<file path="src/rtl/acc_flag_unit.sv">
module acc_flag_unit #(
  parameter logic [7:0] RESET_VAL = 8'h00
) (
  input  logic       clk,
  input  logic       rst,
  input  logic       op_valid,
  input  logic [1:0] op_sel,
  output logic [7:0] acc_out,
  output logic [7:0] flag_out
);
  localparam int C_BIT  = 0;
  localparam int N_BIT  = 1;
  localparam int PV_BIT = 2;
  localparam int X3_BIT = 3;
  localparam int H_BIT  = 4;
  localparam int X5_BIT = 5;
  localparam int Z_BIT  = 6;
  localparam int S_BIT  = 7;

  localparam logic [7:0] C_M     = 8'(1) << C_BIT;
  localparam logic [7:0] N_M     = 8'(1) << N_BIT;
  localparam logic [7:0] H_M     = 8'(1) << H_BIT;
  localparam logic [7:0] UNDOC_M = (8'(1) << X3_BIT) | (8'(1) << X5_BIT);
  localparam logic [7:0] KEEP_M  = (8'(1) << S_BIT) | (8'(1) << Z_BIT) | (8'(1) << PV_BIT);

  localparam logic [1:0] OP_CPL = 2'd0;
  localparam logic [1:0] OP_SCF = 2'd1;
  localparam logic [1:0] OP_CCF = 2'd2;
  localparam logic [1:0] OP_XCH = 2'd3;

  logic [7:0] acc_q, flg_q, acc_sh_q, flg_sh_q;
  logic [7:0] acc_d, flg_d, acc_sh_d, flg_sh_d;
  logic [7:0] cpl_acc, cpl_flg, scf_flg, ccf_flg;
  logic       old_c;

  assign old_c   = flg_q[C_BIT];
  assign cpl_acc = ~acc_q;
  assign cpl_flg = (flg_q & (KEEP_M | C_M)) | H_M | N_M | (cpl_acc & UNDOC_M);
  assign scf_flg = (flg_q & KEEP_M) | C_M | (acc_q & UNDOC_M);
  assign ccf_flg = (flg_q & KEEP_M) | (old_c ? H_M : 8'h00) | (old_c ? 8'h00 : C_M)
                 | (acc_q & UNDOC_M);

  always_comb begin
    acc_d    = acc_q;
    flg_d    = flg_q;
    acc_sh_d = acc_sh_q;
    flg_sh_d = flg_sh_q;
    if (op_valid) begin
      unique case (op_sel)
        OP_CPL: begin acc_d = cpl_acc; flg_d = cpl_flg; end
        OP_SCF: flg_d = scf_flg;
        OP_CCF: flg_d = ccf_flg;
        OP_XCH: begin
          acc_d    = acc_sh_q;
          flg_d    = flg_sh_q;
          acc_sh_d = acc_q;
          flg_sh_d = flg_q;
        end
        default: ;
      endcase
    end
  end

  always_ff @(posedge clk) begin
    if (rst) begin
      acc_q    <= RESET_VAL;
      flg_q    <= RESET_VAL;
      acc_sh_q <= RESET_VAL;
      flg_sh_q <= RESET_VAL;
    end else begin
      acc_q    <= acc_d;
      flg_q    <= flg_d;
      acc_sh_q <= acc_sh_d;
      flg_sh_q <= flg_sh_d;
    end
  end

  assign acc_out  = acc_q;
  assign flag_out = flg_q;

  assert_reset_load_R7: assert property (@(posedge clk)
    rst |=> (acc_out == RESET_VAL && flag_out == RESET_VAL &&
             acc_sh_q == RESET_VAL && flg_sh_q == RESET_VAL));

  assert_cpl_result_R2: assert property (@(posedge clk) disable iff (rst)
    (op_valid && op_sel == OP_CPL) |=>
      (acc_out == ~$past(acc_out) && flag_out[H_BIT] && flag_out[N_BIT] &&
       (flag_out & (KEEP_M | C_M)) == ($past(flag_out) & (KEEP_M | C_M))));

  assert_scf_result_R3: assert property (@(posedge clk) disable iff (rst)
    (op_valid && op_sel == OP_SCF) |=>
      (flag_out[C_BIT] && !flag_out[H_BIT] && !flag_out[N_BIT] && $stable(acc_out)));

  assert_ccf_result_R4: assert property (@(posedge clk) disable iff (rst)
    (op_valid && op_sel == OP_CCF) |=>
      (flag_out[H_BIT] == $past(flag_out[C_BIT]) &&
       flag_out[C_BIT] != $past(flag_out[C_BIT]) && !flag_out[N_BIT]));

  assert_swap_pair_R5: assert property (@(posedge clk) disable iff (rst)
    (op_valid && op_sel == OP_XCH) |=>
      (acc_out == $past(acc_sh_q) && flag_out == $past(flg_sh_q) &&
       acc_sh_q == $past(acc_out) && flg_sh_q == $past(flag_out)));

  assert_idle_hold_R6: assert property (@(posedge clk) disable iff (rst)
    !op_valid |=> ($stable(acc_out) && $stable(flag_out) &&
                   $stable(acc_sh_q) && $stable(flg_sh_q)));

  assert_undoc_track_R8: assert property (@(posedge clk) disable iff (rst)
    (op_valid && op_sel != OP_XCH) |=>
      (flag_out[X5_BIT] == acc_out[X5_BIT] && flag_out[X3_BIT] == acc_out[X3_BIT]));
endmodule

</file>
<file path="config.mk">
export PLATFORM = sky130hd
export DESIGN_NAME = acc_flag_unit
export DESIGN_NICKNAME = d
export VERILOG_FILES = /design/src/rtl/acc_flag_unit.sv
export SDC_FILE = /design/constraint.sdc
export NUM_CORES = 1
export LEC_CHECK = 0
export BUFFER_PORTS_ARGS = -buffer_cell sky130_fd_sc_hd__buf_2
export CAP_MARGIN = 25
export CELL_PAD_IN_SITES_DETAIL_PLACEMENT = 0
export CELL_PAD_IN_SITES_GLOBAL_PLACEMENT = 1
export CORE_MARGIN = 10
export CORE_UTILIZATION = 44
export CTS_BUF_LIST = sky130_fd_sc_hd__clkbuf_8
export DETAILED_ROUTE_END_ITERATION = 10
export PLACE_DENSITY_LB_ADDON = 0.1
export SLEW_MARGIN = 10
export SYNTH_ARGS = -nofsm -noshare
export SYNTH_HDL_FRONTEND = slang
export SYNTH_SLANG_ARGS = --single-unit
export TNS_END_PERCENT = 5
</file>
<file path="constraint.sdc">
create_clock -name clk -period 2.9 [get_ports clk]
set_input_delay 0.29 -clock clk [delete_from_list [all_inputs] [get_ports clk]]
set_output_delay 0.29 -clock clk [all_outputs]
set_load 0.01 [all_outputs]
</file>
; Word level (Yosys, flattened, before mapping)
; Cells that the tools add are included.
[totals]
regBits = 32
in_bits = 5
output_inout_bits = 16
[op_classes]
eq_ne = 3
n_mux = 4
n_bitwise = 6
n_reduce_logical = 4
[op_table]
columns = cell, count
row1 = one-hot mux 8 bit (4 select lines), 1
row2 = OR 8 x 6 -> 8 bit, 3
row3 = one-hot mux 8 bit (2 select lines), 1
row4 = inverter 8 bit, 1
row5 = OR 8 x 1 -> 8 bit, 1
row6 = OR 8 x 5 -> 8 bit, 1
row7 = two-way mux 5 bit, 1
row8 = "equality test 2 bit, second input constant", 2
row9 = AND reduction 2 bit, 2
row10 = "equality test 2 x 1 -> 1 bit, second input constant", 1
row11 = logical NOT 2 bit, 1
row12 = nonzero test 2 bit, 1
row13 = two-way mux 1 bit, 1

; Logic depth before layout (Yosys ltp)
; Gate-level depths: netlist (run 1).
[logic_depth]
depth_word = 5
mapped_depth = 7
ltp_nobuf = 5

; Worst setup path after synthesis (run 1)
; Ideal clock, no wire load.
[synth_timing]
path_kind = input port to flip-flop
from = input port op_sel[0]
to = register acc_q[6] (netlist: acc_out[6])
setup_ns = 0.086
t_arrival_ns = 1.240
required_time_ns = 2.814
setup_slack_ns = 1.574
path_stages = 6
cell_sequence = inv_1 > ha_1 > nor2b_1 > clkbuf_1 > a21oi_1 > a211oi_1
[synth_between]
elab_chain_cells = 3
[synth_rtl]
columns = item, line
row1 = start: declaration, 7  ; input logic [1:0] op_sel,
row2 = equality test 2 bit or logical NOT 2 bit (tied branches), 49  ; unique case (op_sel)
row3 = nonzero test 2 bit (no source line), --
row4 = AND reduction 2 bit (no source line), --
row5 = end signal: assignment, 66  ; acc_q <= RESET_VAL;
row6 = end signal: assignment, 71  ; acc_q <= acc_d;
row7 = end: declaration, 31  ; logic [7:0] acc_q, flg_q, acc_sh_q, flg_sh_q;
; Parallel ways exist; a longest one is shown, timed or not.
; A chain may end at the register's enable or synchronous reset.

; Worst setup path in the final report (run 1)
[layout_timing]
from = input port op_sel[1]
to = register flg_q[2] (netlist: flag_out[2])
[layout_between]
elab_chain_cells = 2
[layout_rtl]
columns = item, line
row1 = "equality test 2 bit, or another cell as far along", 49
row2 = one-hot mux 8 bit (4 select lines) *, 49
row3 = end signal: assignment, 72  ; flg_q <= flg_d;
row4 = end: declaration, 31
; Every way passes the cells marked *; elsewhere a longest branch is shown, timed or not.

==> results of run 1 <==
worst max-delay path by stage:
| stage | slack, ns | cells after the start | end |
|---|---|---|---|
| 6_report | 1.15 | 5 | flag_out[2]$_SDFFE_PP0P_ |
| 5_1_grt | 0.99 | 5 | acc_sh_q[0]$_SDFFE_PP0P_ |
| 4_1_cts | 1.13 | 5 | flag_out[2]$_SDFFE_PP0P_ |
| 3_5_place_dp | 0.85 | 5 | flag_out[7]$_SDFFE_PP0P_ |
| 3_3_place_gp | 0.92 | 5 | flag_out[7]$_SDFFE_PP0P_ |
| 2_1_floorplan | 1.57 | 6 | acc_out[6]$_SDFFE_PP0P_ |
flip-flops by register name (all words and copies together), names as in the netlist:
signal	cells
acc_out	8
acc_sh_q	8
flag_out	8
flg_sh_q	8
cells in the final DEF, fill, tap and decap left out, types with 4 or more instances in the layout:
cell type,n
nor3_1,4
inv_1,4
clkbuf_8,6
buf_2,20
a21oi_1,30
ha_1,4
mux2i_1,7
dfxtp_1,32
nand2b_1,4
nand2_1,34
nand3_1,9
o21ai_0,5
layout make-up:
| type | instances | area (um^2) |
|---|---|---|
| Clock buffer | 6 | 82.6 |
| Clock inverter | 2 | 7.51 |
| Fill cell | 291 | 1480 |
| Inverter | 2 | 7.51 |
| Multi-Input combinational cell | 113 | 641 |
| Sequential cell | 32 | 641 |
| Tap cell | 33 | 41.3 |
| Timing Repair Buffer | 20 | 100 |
per-layer routing:
layer / up-vias / track usage, %
li1: 578 / -
met1: 514 / 14.0
met2: 19 / 17.5
met3: 4 / 3.91
met4: 0 / 6.19
met5: - / 0
stage by stage:
stage / setup slack, ns / cells
floorplan: 1.57 / 159
global placement: 0.925 / 200
detailed placement: 0.845 / 200
CTS: 1.13 / 208
global route: 0.989 / 208
finish: 1.15 / 208
report_power, final:
| part | total [uW] | leakage, uW | internal (uW) | switching, uW |
|---|---|---|---|---|
| Combinational | 93.3 | 0.000269 | 34.8 | 58.6 |
| Clock | 339 | 0.0000538 | 186 | 153 |
| Sequential | 470 | 0.000260 | 456 | 14.0 |
| Total | 902 | 0.000583 | 677 | 225 |
synthesized netlist by cell type, drive strengths merged:
library cell   n
a21oi         30
and2           1
nand2         35
a211oi         1
a221oi         3
inv            2
nor3b          1
nand2b         4
nand3          9
ha             4
nor3           4
nor2           3
nor2b          1
or2            1
mux2i          7
a311o          1
or4b           3
o21ai          5
clkbuf         6
buf            6
dfxtp         32
cells by family after synthesis:
group                    synth area share, %
AND/OR/NAND/NOR                         22.3
AO/OA/AOI/OAI                           16.2
flip-flops                              47.4
buffers and inverters                   5.19
multiplexers                            5.19
adder cells (fa/ha/maj)                 3.70
worst max-delay path, cell delays in order:
cell and delay [ns]:
buf_2 0.13, ha_1 0.59, nand2_4 0.27, or4b_1 0.52
a21oi_1 0.15
==> out/results.txt, run 1 <==
status: complete, no violations
cells after synthesis: 159
routed vias: 1115
Die ar.: 5690 um^2
TritonCTS buffer count: 5
GRT Total Usage: 11.5%
min-delay src: op_valid
crit path DAT: 1.95 ns
Hold Path Class: input port to flip-flop
Initial Util: 45.0%
highest routed metal layer: met4
hold worst-path end: flag_out[4]$_SDFFE_PP0P_
Startpoint Class: input port
yosys warns: 0
placed cell areas: 1430 um^2
CP Class: input port to flip-flop
Leak: 0.000583 uW
DP Wirelength: 1980 um
final hold slack: 0.387 ns
Die Y: 75.4 um
number of diodes: 0
I/O Buffers: 20
first-pass GRT wire length: 4930 um
Setup Skew: 0.00329 ns
Rel. slew slack: 55.6%
fmax: 572 MHz
max-cap violation count: 0
Clock Tree Buf Depth: 2
Rows: 20
period utilisation layout: 60.3%
Final Slew Violations: 0
unrepaired setup endpoints after global routing: no
utilization after layout: 50.6%
setup_tns: 0 ns
maximum VDD drop: 0.318 mV
FF-to-FF Start: flag_out[0]$_SDFFE_PP0P_
synthesis-to-layout area growth: 12.5%
Yosys reg bits: 32
share of cells above drive strength 1: 16.6%
Clock Latency Late Sink: 0.28 ns
Post-route DRC: 0
Worst-Margin Slew: 0.666 ns
hold path depth: 3
met2 WL: 1420 um
# resized after CTS: 0
met3 WL: 154 um
initial antenna violation count: 0
final setup fails: 0
worst reg2reg endpoint: flag_out[0]$_SDFFE_PP0P_
number of DRC markers in iteration 0: 89
DR vias/cell: 5.36
synth unique cells: 25
drt first pass iters: 4
FF-to-FF setup slack: 1.88 ns
CP endpoint kind: flip-flop
post-synthesis sequential area ratio: 47.4%
Tot Pwr: 902 uW
WL final: 3050 um
Avg Synthesized Cell Area: 8.50 um^2
cts hold-fix bufs: 0
metal1 wirelength: 1430 um
top post-synthesis cells by area: dfxtp_1 (47%), a21oi_1 (11%), nand2_1 (9.4%), mux2i_1 (5.2%), ha_1 (3.7%)
Period minus WS final: 1.75 ns
Syn Nets: 168
Placer Congestion: 0.765
post-route ant nets: 0
fin area: 1520 um^2
clock tree root driver cell: clkbuf_8
buffers inserted during post-CTS setup optimization: 0
Hold Violations, Final: 0
Avg WL per Cell: 14.7 um
required time of the critical path: 3.11 ns
CP Max Fanout: 22
io pins: 21
post-synth top area share: 47.4%
Worst R2R Path Depth: 3
H-tree depth: 2
CORE AREA: 3000 um^2
grt total ovfl: 0
Critical Path Start: op_sel[1]
fin nets: 183
vias in the first global route: 1049
leading area contributor after synthesis: dfxtp_1
largest net degree at the start of global routing: 33
CTS clock-pin slew for the worst setup and hold paths: 0.06 ns
mapped cell area: 1350 um^2
TritonCTS clock tree: yes
Horiz. Die Dim: 75.4 um
# clock sinks: 32
P per Cell Area: 593 nW/um^2
Power figures use the tool's default switching activity.
==> inputs of run 2 (changes only) <==
--- a/config.mk
+++ b/config.mk
@@ -10,7 +10,7 @@
 export CELL_PAD_IN_SITES_DETAIL_PLACEMENT = 0
 export CELL_PAD_IN_SITES_GLOBAL_PLACEMENT = 1
 export CORE_MARGIN = 10
-export CORE_UTILIZATION = 44
+export CORE_UTILIZATION = 39
 export CTS_BUF_LIST = sky130_fd_sc_hd__clkbuf_8
 export DETAILED_ROUTE_END_ITERATION = 10
 export PLACE_DENSITY_LB_ADDON = 0.1
==> constraint.sdc (replaced) <==
create_clock -name clk -period 1.45 [get_ports clk]
set_input_delay 0.145 -clock clk [delete_from_list [all_inputs] [get_ports clk]]
set_output_delay 0.145 -clock clk [all_outputs]
set_load 0.01 [all_outputs]
==> out/results.txt, run 2 (synthesis gave the netlist of run 1 again) <==
WL final: 3230 um (+5.8%)
Placer Congestion: 0.735 (-3.9%)
Hold Violations, Final: 0 (unchanged)
Final Slew Violations: 0 (unchanged)
Leak: 0.000613 uW (+5.2%)
max-cap violation count: 0 (unchanged)
Worst-Margin Slew: 0.668 ns (+0.00166 ns)
Clock Latency Late Sink: 0.28 ns (about the same)
post-route ant nets: 0 (unchanged)
buffers inserted during post-CTS setup optimization: 0 (unchanged)
drt first pass iters: 4 (unchanged)
Setup Slack @ Placement: -0.0465 ns (-0.892 ns)
most common cell after layout, fill and taps aside: nand2_1
Post-route DRC: 0 (unchanged)
Startpoint Class: input port
maximum VDD drop: 0.576 mV (+81%)
Critical Path Start: op_sel[0]
DR vias/cell: 5.13 (-4.3%)
CP Class: input port to flip-flop
# clock sinks: 32 (unchanged)
Hold Path Class: input port to flip-flop
vias in the first global route: 1151 (+9.7%)
Period minus WS final: 1.20 ns
Avg WL per Cell: 14.2 um (-3.1%)
min-delay src: op_valid
grt total ovfl: 0 (unchanged)
Clock Tree Buf Depth: 2 (unchanged)
fin nets: 189 (+3.3%)
I/O Buffers: 20 (unchanged)
synthesis-to-layout area growth: 17.0%
Horiz. Die Dim: 78.9 um (+4.6%)
number of DRC markers in iteration 0: 50 (-44%)
routed vias: 1164 (+4.4%)
FF-to-FF Start: flag_out[0]$_SDFFE_PP0P_
fillers: 363 (+25%)
CORE AREA: 3340 um^2 (+11%)
H-tree depth: 2 (unchanged)
TritonCTS buffer count: 5 (unchanged)
P per Cell Area: 1160 nW/um^2 (+95%)
share of cells above drive strength 1: 19.3% (+2.8 points)
GR peak layer: met2
grt met1 use: 12.2% (-1.7 points)
number of diodes: 0 (unchanged)
CTS clock-pin slew for the worst setup and hold paths: 0.06 ns (about the same)
initial antenna violation count: 0 (unchanged)
clock tree root driver cell: clkbuf_8
met3 GRT Util: 5.07% (+1.2 points)
Setup Skew: 0.00298 ns (-0.000310 ns)
CP Max Fanout: 8 (-64%)
Placed Instances: 219 (+9.5%)
status: complete, no violations
# resized after CTS: 0 (unchanged)
cts hold-fix bufs: 0 (unchanged)
utilization after layout: 47.4% (-3.2 points)
placed cell areas: 1490 um^2 (+4.3%)
most frequent cells in the layout: nand2_1 (34), dfxtp_1 (32), a21oi_1 (30)
Initial Util: 40.5% (-4.5 points)
TritonCTS clock tree: yes
Rel. slew slack: 55.5% (-0.11 points)
Die Y: 78.9 um (+4.6%)
Setup WS post-layout: 0.253 ns (-0.900 ns)
unrepaired setup endpoints after global routing: no
crit path DAT: 1.38 ns (-0.57 ns)
fin area: 1580 um^2 (+4.0%)
fin cells: 227 (+9.1%)
CP endpoint kind: flip-flop
io pins: 21 (unchanged)
GR Layer Usage met2: 18.2% (+0.71 points)
required time of the critical path: 1.63 ns (-1.48 ns)
period utilisation layout: 82.6%
Rows: 21 (+5.0%)
fmax: 835 MHz
GRT Total Usage: 11.2% (-0.30 points)
first-pass GRT wire length: 5500 um (+12%)
Die ar.: 6220 um^2 (+9.4%)
DP Wirelength: 2190 um (+10%)
final setup fails: 0 (unchanged)
largest net degree at the start of global routing: 33 (unchanged)
run 2: cell types whose count changed in the layout (fill, tap and decap cells not counted), sizes merged:
cell / previous run / this run
buf: 20 / 26
run 2: stage by stage:
step | power [uW] | setup TNS (ns) | hold slack, ns
after floorplan | 1090 | 0 | 0.224
after detailed placement | 1170 | -0.0883 | 0.443
after global placement | 1160 | 0 | 0.437
final | 1830 | 0 | 0.244
after global routing | 1920 | 0 | 0.258
after CTS | 1860 | 0 | 0.234
run 2: report_power, final:
part / switching, uW / total (uW) / leakage, uW / internal, uW
sequential: 28.5 / 941 / 0.000260 / 912
clock: 311 / 684 / 0.0000538 / 372
combinational: 124 / 205 / 0.000299 / 81.0
total: 464 / 1830 / 0.000613 / 1370
run 2: layout make-up:
type,instances,area [um^2],share of cell area (%)
repair buffers,26,145,9.18
well taps,46,57.6,3.64
inverters,2,7.51,0.475
multi-input cells,113,641,40.5
flip-flops and latches,32,641,40.5
clock inverters,2,7.51,0.475
clock buffers,6,82.6,5.22
run 2: worst max-delay path, cell delays in order:
cell,delay (ns)
buf_2,0.12
inv_1,0.06
ha_1,0.36
nand2b_1,0.32
a21oi_1,0.08
a211oi_1,0.29
run 2: path summary, 6_finish.rpt:
kind              slack, ns                        to  cells past startpoint
setup / recovery       0.25   acc_out[6]$_SDFFE_PP0P_                      6
setup reg to reg       0.47  flag_out[0]$_SDFFE_PP0P_                      3
hold / removal         0.24  flag_out[4]$_SDFFE_PP0P_                      3
hold reg to reg        0.45  flg_sh_q[6]$_SDFFE_PP0P_                      2
run 2: routing by layer:
layer / routed length (um) / part of all wire [%]
met5: 0 / 0
met4: 62 / 1.9
met3: 179 / 5.5
met2: 1520 / 47
met1: 1470 / 45
